File: src/rtl/exti_pkg.sv
package exti_pkg;

    localparam int BUS_W  = 32;
    localparam int ADDR_W = 4;
    localparam int CODE_W = 4;

    localparam logic [1:0] SLOT_MODE  = 2'd0;
    localparam logic [1:0] SLOT_SPARE = 2'd1;
    localparam logic [1:0] SLOT_PEND  = 2'd2;
    localparam logic [1:0] SLOT_EN    = 2'd3;

    typedef enum logic [CODE_W-1:0] {
        TRIG_NONE = 4'd0,
        TRIG_RISE = 4'd1,
        TRIG_FALL = 4'd2,
        TRIG_BOTH = 4'd3,
        TRIG_HIGH = 4'd5,
        TRIG_LOW  = 4'd6
    } trig_t;

    typedef enum logic [1:0] {
        CH_IDLE    = 2'd0,
        CH_LATCHED = 2'd1,
        CH_LEVEL   = 2'd2
    } ch_state_t;

endpackage

File: src/rtl/exti_sync.sv
module exti_sync #(
    parameter int WIDTH = 6
) (
    input  logic             clk,
    input  logic             rst_n,
    input  logic [WIDTH-1:0] pin_i,
    output logic [WIDTH-1:0] cur_o,
    output logic [WIDTH-1:0] prev_o
);

    logic [WIDTH-1:0] meta_q;

    generate
        for (genvar b = 0; b < WIDTH; b++) begin : g_bit
            always_ff @(posedge clk or negedge rst_n) begin
                if (!rst_n) begin
                    meta_q[b] <= 1'b0;
                    cur_o[b]  <= 1'b0;
                    prev_o[b] <= 1'b0;
                end else begin
                    meta_q[b] <= pin_i[b];
                    cur_o[b]  <= meta_q[b];
                    prev_o[b] <= cur_o[b];
                end
            end
        end
    endgenerate

endmodule

File: src/rtl/exti_chan.sv
module exti_chan
    import exti_pkg::*;
(
    input  logic              clk,
    input  logic              rst_n,
    input  logic [CODE_W-1:0] mode_i,
    input  logic              en_i,
    input  logic              clr_i,
    input  logic              cur_i,
    input  logic              prev_i,
    output logic              pend_o
);

    ch_state_t state_q, state_d;
    logic edge_mode, edge_hit, lvl_mode, lvl_on;
    logic set_edge, lvl_act;

    always_comb begin
        edge_mode = 1'b0;
        edge_hit  = 1'b0;
        lvl_mode  = 1'b0;
        lvl_on    = 1'b0;
        unique case (mode_i)
            TRIG_RISE: begin edge_mode = 1'b1; edge_hit = cur_i & ~prev_i; end
            TRIG_FALL: begin edge_mode = 1'b1; edge_hit = ~cur_i & prev_i; end
            TRIG_BOTH: begin edge_mode = 1'b1; edge_hit = cur_i ^ prev_i;  end
            TRIG_HIGH: begin lvl_mode = 1'b1;  lvl_on = cur_i;             end
            TRIG_LOW:  begin lvl_mode = 1'b1;  lvl_on = ~cur_i;            end
            default:   begin edge_mode = 1'b0;                             end
        endcase
        set_edge = edge_mode & edge_hit;
        lvl_act  = lvl_mode & lvl_on & en_i;
    end

    always_comb begin
        state_d = state_q;
        unique case (state_q)
            CH_IDLE: begin
                if (set_edge)     state_d = CH_LATCHED;
                else if (lvl_act) state_d = CH_LEVEL;
            end
            CH_LATCHED: begin
                if (set_edge)                     state_d = CH_LATCHED;
                else if (!edge_mode || clr_i)     state_d = CH_IDLE;
            end
            CH_LEVEL: begin
                if (set_edge)                     state_d = CH_LATCHED;
                else if (lvl_act && !clr_i)       state_d = CH_LEVEL;
                else                              state_d = CH_IDLE;
            end
            default: state_d = CH_IDLE;
        endcase
    end

    always_ff @(posedge clk or negedge rst_n) begin
        if (!rst_n) state_q <= CH_IDLE;
        else        state_q <= state_d;
    end

    always_comb begin
        pend_o = (state_q != CH_IDLE);
    end

endmodule

File: src/rtl/exti_regs.sv
module exti_regs
    import exti_pkg::*;
#(
    parameter int N_CH = 6
) (
    input  logic                   clk,
    input  logic                   rst_n,
    input  logic                   we_i,
    input  logic [ADDR_W-1:0]      addr_i,
    input  logic [BUS_W-1:0]       wdata_i,
    input  logic [N_CH-1:0]        pend_i,
    output logic [BUS_W-1:0]       rdata_o,
    output logic [CODE_W*N_CH-1:0] mode_o,
    output logic [N_CH-1:0]        en_o,
    output logic [N_CH-1:0]        clr_o
);

    localparam int MODE_W = CODE_W * N_CH;

    logic [BUS_W-1:0] spare_q;
    logic [1:0]       slot;
    logic             aligned;

    assign slot    = addr_i[3:2];
    assign aligned = (addr_i[1:0] == 2'b00);

    always_ff @(posedge clk or negedge rst_n) begin
        if (!rst_n) begin
            mode_o  <= '0;
            spare_q <= '0;
            en_o    <= '0;
        end else if (we_i && aligned) begin
            unique case (slot)
                SLOT_MODE:  mode_o  <= wdata_i[MODE_W-1:0];
                SLOT_SPARE: spare_q <= wdata_i;
                SLOT_EN:    en_o    <= wdata_i[N_CH-1:0];
                default:    spare_q <= spare_q;
            endcase
        end
    end

    always_comb begin
        clr_o = (we_i && aligned && slot == SLOT_PEND) ? ~wdata_i[N_CH-1:0] : '0;
    end

    always_comb begin
        unique case (slot)
            SLOT_MODE:  rdata_o = BUS_W'(mode_o);
            SLOT_SPARE: rdata_o = spare_q;
            SLOT_PEND:  rdata_o = BUS_W'(pend_i);
            default:    rdata_o = BUS_W'(en_o);
        endcase
    end

endmodule

File: src/rtl/exti_unit.sv
module exti_unit
    import exti_pkg::*;
#(
    parameter int N_CH = 6
) (
    input  logic              clk,
    input  logic              rst_n,
    input  logic [N_CH-1:0]   pin_i,
    input  logic              bus_we,
    input  logic [ADDR_W-1:0] bus_addr,
    input  logic [BUS_W-1:0]  bus_wdata,
    output logic [BUS_W-1:0]  bus_rdata,
    output logic [N_CH-1:0]   irq_o
);

    localparam int MODE_W = CODE_W * N_CH;

    logic [N_CH-1:0]   pin_s, pin_p;
    logic [N_CH-1:0]   pend, en_q, clr;
    logic [MODE_W-1:0] cfg_q;

    exti_sync #(.WIDTH(N_CH)) u_sync (
        .clk    (clk),
        .rst_n  (rst_n),
        .pin_i  (pin_i),
        .cur_o  (pin_s),
        .prev_o (pin_p)
    );

    exti_regs #(.N_CH(N_CH)) u_regs (
        .clk     (clk),
        .rst_n   (rst_n),
        .we_i    (bus_we),
        .addr_i  (bus_addr),
        .wdata_i (bus_wdata),
        .pend_i  (pend),
        .rdata_o (bus_rdata),
        .mode_o  (cfg_q),
        .en_o    (en_q),
        .clr_o   (clr)
    );

    generate
        for (genvar c = 0; c < N_CH; c++) begin : g_ch
            exti_chan u_chan (
                .clk    (clk),
                .rst_n  (rst_n),
                .mode_i (cfg_q[CODE_W*c +: CODE_W]),
                .en_i   (en_q[c]),
                .clr_i  (clr[c]),
                .cur_i  (pin_s[c]),
                .prev_i (pin_p[c]),
                .pend_o (pend[c])
            );
        end
    endgenerate

    assign irq_o = pend & en_q;

endmodule

File: config.mk
export PLATFORM = sky130hd
export DESIGN_NAME = exti_unit
export DESIGN_NICKNAME = d
export VERILOG_FILES = /design/src/rtl/exti_pkg.sv /design/src/rtl/exti_sync.sv /design/src/rtl/exti_chan.sv /design/src/rtl/exti_regs.sv /design/src/rtl/exti_unit.sv
export SDC_FILE = /design/constraint.sdc
export NUM_CORES = 1
export LEC_CHECK = 0
export ABC_AREA = 1
export BUFFER_PORTS_ARGS = -buffer_cell sky130_fd_sc_hd__buf_4
export CAP_MARGIN = 10
export CORE_UTILIZATION = 47
export DETAILED_ROUTE_END_ITERATION = 7
export PLACE_DENSITY = 0.81
export SLEW_MARGIN = 0
export SYNTH_ARGS = -nofsm -noshare
export SYNTH_HDL_FRONTEND = slang
export SYNTH_SLANG_ARGS = --single-unit
export TNS_END_PERCENT = 20
File: constraint.sdc
create_clock -name clk -period 1.2 [get_ports clk]
set_input_delay 0.12 -clock clk [delete_from_list [all_inputs] [get_ports clk]]
set_output_delay 0.12 -clock clk [all_outputs]
set_load 0.1 [all_outputs]
==> impl_metrics.ini <==
[setup_path]
crit_required_ps = 1080
cp-start-kind = flop
cp_data_arrival_time_ps = 1420
critPathKind = flop to primary output
crit_path_end_kind = primary output
cp_max_fo = 3

[routing]
wl_per_cell_um = 15.0
vias = 4857
drt_iter0_markers = 232
ant_nets = 0
totalWireLength_um = 14100
via_per_inst = 5.17
drtPass1Iterations = 5
drc_errors = 0

[logic_synthesis]
synth.avg_cell_area_sq_um = 7.41
yosysMostFrequentCell = nand2_1
synth_fp_nets = 698
synth_top_area_frac = 0.485
synth_flop_cell = dfrtp_1
yosysSeqAreaShare = 0.485
yosys.area.top_type = dfrtp_1
ys_warn_count = 0
netlist_top_cells_count = 219 x nand2_1, 96 x inv_1, 92 x dfrtp_1
synth_edf_count = 0
synth_seq_cells = 92
yosys-top-cells-area = dfrtp_1 48%, nand2_1 17%, inv_1 7.6%, nand3_1 5.3%, nor2_1 4.6%
syn_area_sq_mm = 0.00475
synthCells = 641
async_reset_ff_frac = 1.00
ys_types = 21

[sta]
tightest_slew_ps = 507
holdWs_ps = -0.230
setup_violations = 45
hold_viol = 1
finalCritPeriodShare = 1.28
fin_tns_setup_ps = -5000
rsz0062_at_grt = yes
setup_ws_ps = -342
max-slew-margin-rel = 0.662
fin_skew_ps = 9.55
fin_crit_ps = 1540
timing.fmax_mhz = 649
drv_slew = 0

[placed_design]
io_buffers = 82
dp_cells = 886
globalplace.congestion = 0.899
hpwl_um = 8950

[run_status]
status = finished, violations left
violations = hold timing, setup timing

[clock_tree]
clock_latency_ps = 380
clockBufferDepth = 2
cts.clk_slew.worst_paths_ps = 90
h-tree-depth = 3
clock_sinks = 92
cts_tree = done
cts_root_buf = clkbuf_8
cts_made_buffers = 9

[power]
switching_share = 0.430
pwr-share-comb = 0.475
finalPower_w = 0.0113
power_density_mw_per_mm2 = 1540
p_clk_frac = 0.165
seqPwrFrac = 0.360
p_int_w = 0.00645
peakVddDrop_mv = 1.17
netSwitchingPower_w = 0.00486
power_leakage_nw = 3.77

[final_layout]
drive_gt1_frac = 0.336
post-route-util = 0.752
fin_nets = 860
areaGrowthSynthToFinish_pct = 54.9
final_cells = 940
diodes = 0
fill_cells = 635

[global_routing]
grt.overflow.total = 0
grt_pass1_vias = 4925
grt_pass1_wl_um = 22700
track_usage = 0.284
grt_antenna_before_repair = 0
grt_max_degree = 49

[die]
initial_core_util = 0.486
core_area_sq_mm = 0.00977
die_w_um = 103
fp.dieArea_sq_mm = 0.0105
rows = 36
die_h_um = 103
io_pins = 83

[flow_run]
drv_cap = 0

[min_path]
hold_path_class = input port to flop
path summary, 6_finish.rpt:
kind | start | to | slack, ps | depth (start not counted)
worst min register to register | u_sync.meta_q[5] | u_sync.cur_o[5] | 350 | 0
worst max register to register | g_ch[5].u_chan.state_q[1] | g_ch[5].u_chan.state_q[1] | -160 | 9
worst max-delay path | g_ch[2].u_chan.state_q[1] | bus_rdata[2] | -340 | 5
min in group asynchronous | rst_n | u_sync.meta_q[4] | 170 | 2
worst min-delay path | bus_wdata[24] | u_regs.spare_q[24] | -0.2 | 3
max in group asynchronous | rst_n | g_ch[1].u_chan.state_q[0] | 540 | 3
cell families after synthesis:
family | share of synthesized area
buf+inv | 0.0959
compound gates | 0.0896
flops | 0.485
fa+ha+maj | 0.0316
simple gates | 0.298
routing by layer:
layer,up-vias,routed length [um],global-route usage
li1,2323,-,-
met1,2331,5500,0.326
met2,162,7460,0.506
met3,41,750,0.0698
met4,0,403,0.118
met5,-,0,0
registers in the layout (all words and copies together), names as in the netlist:
| signal | flops |
|---|---|
| u_regs.spare_q | 32 |
| u_sync.cur_o | 6 |
| u_regs.mode_o | 24 |
| u_sync.prev_o | 6 |
| u_sync.meta_q | 6 |
| u_regs.en_o | 6 |
| g_ch.u_chan.state_q | 12 |
worst max-delay path, cell delays in order (launching register included):
cell,delay [ps]
dfrtp_1,410
nor2_2,150
nor3_1,60
a21oi_1,140
nand3_2,80
buf_6,190
placed cells by master, fill, tap and decap left out, drive strengths merged, types with 6 or more instances in the layout:
| master | n |
|---|---|
| ha | 12 |
| o21ai | 68 |
| nand3 | 52 |
| dfrtp | 92 |
| a21oi | 10 |
| nand4 | 6 |
| clkbuf | 9 |
| nand2 | 219 |
| buf | 146 |
| dlygate4sd3 | 23 |
| nor2 | 62 |
| inv | 98 |
stage by stage:
| step | instance area, sq um | setup WS (ps) |
|---|---|---|
| after floorplan | 4980 | -236 |
| after global placement | 6110 | -56.2 |
| after detailed placement | 6110 | -124 |
| after CTS | 7190 | -322 |
| after global routing | 7350 | -413 |
| final | 7350 | -342 |
what timing repair did:
action / CTS / global route
endpoints found under the setup margin: 50 / 50
pin swaps: 51 / 16
gates resized for setup: 176 / 32
endpoints found under the hold margin: 115 / 0
setup buffers: 8 / 10
hold buffers: 23 / 0
power by group through the flow:
stage / logic [W] / clock network, W / registers, W
after floorplan: 0.00297 / 0 / 0.00404
after global placement: 0.00402 / 0 / 0.00404
after detailed placement: 0.00417 / 0 / 0.00406
after CTS: 0.00508 / 0.00189 / 0.00404
after global routing: 0.00575 / 0.00201 / 0.00414
final: 0.00538 / 0.00186 / 0.00408
layout make-up:
class | instances | area, sq um | share of cell area
clock buffers | 9 | 124 | 0.0168
clock inverters | 6 | 40.0 | 0.00545
inverters | 97 | 367 | 0.0499
multi-input cells | 434 | 2430 | 0.331
flip-flops and latches | 92 | 2300 | 0.313
well taps | 133 | 166 | 0.0226
repair buffers | 169 | 1920 | 0.261
Power figures use the tool's default switching activity.
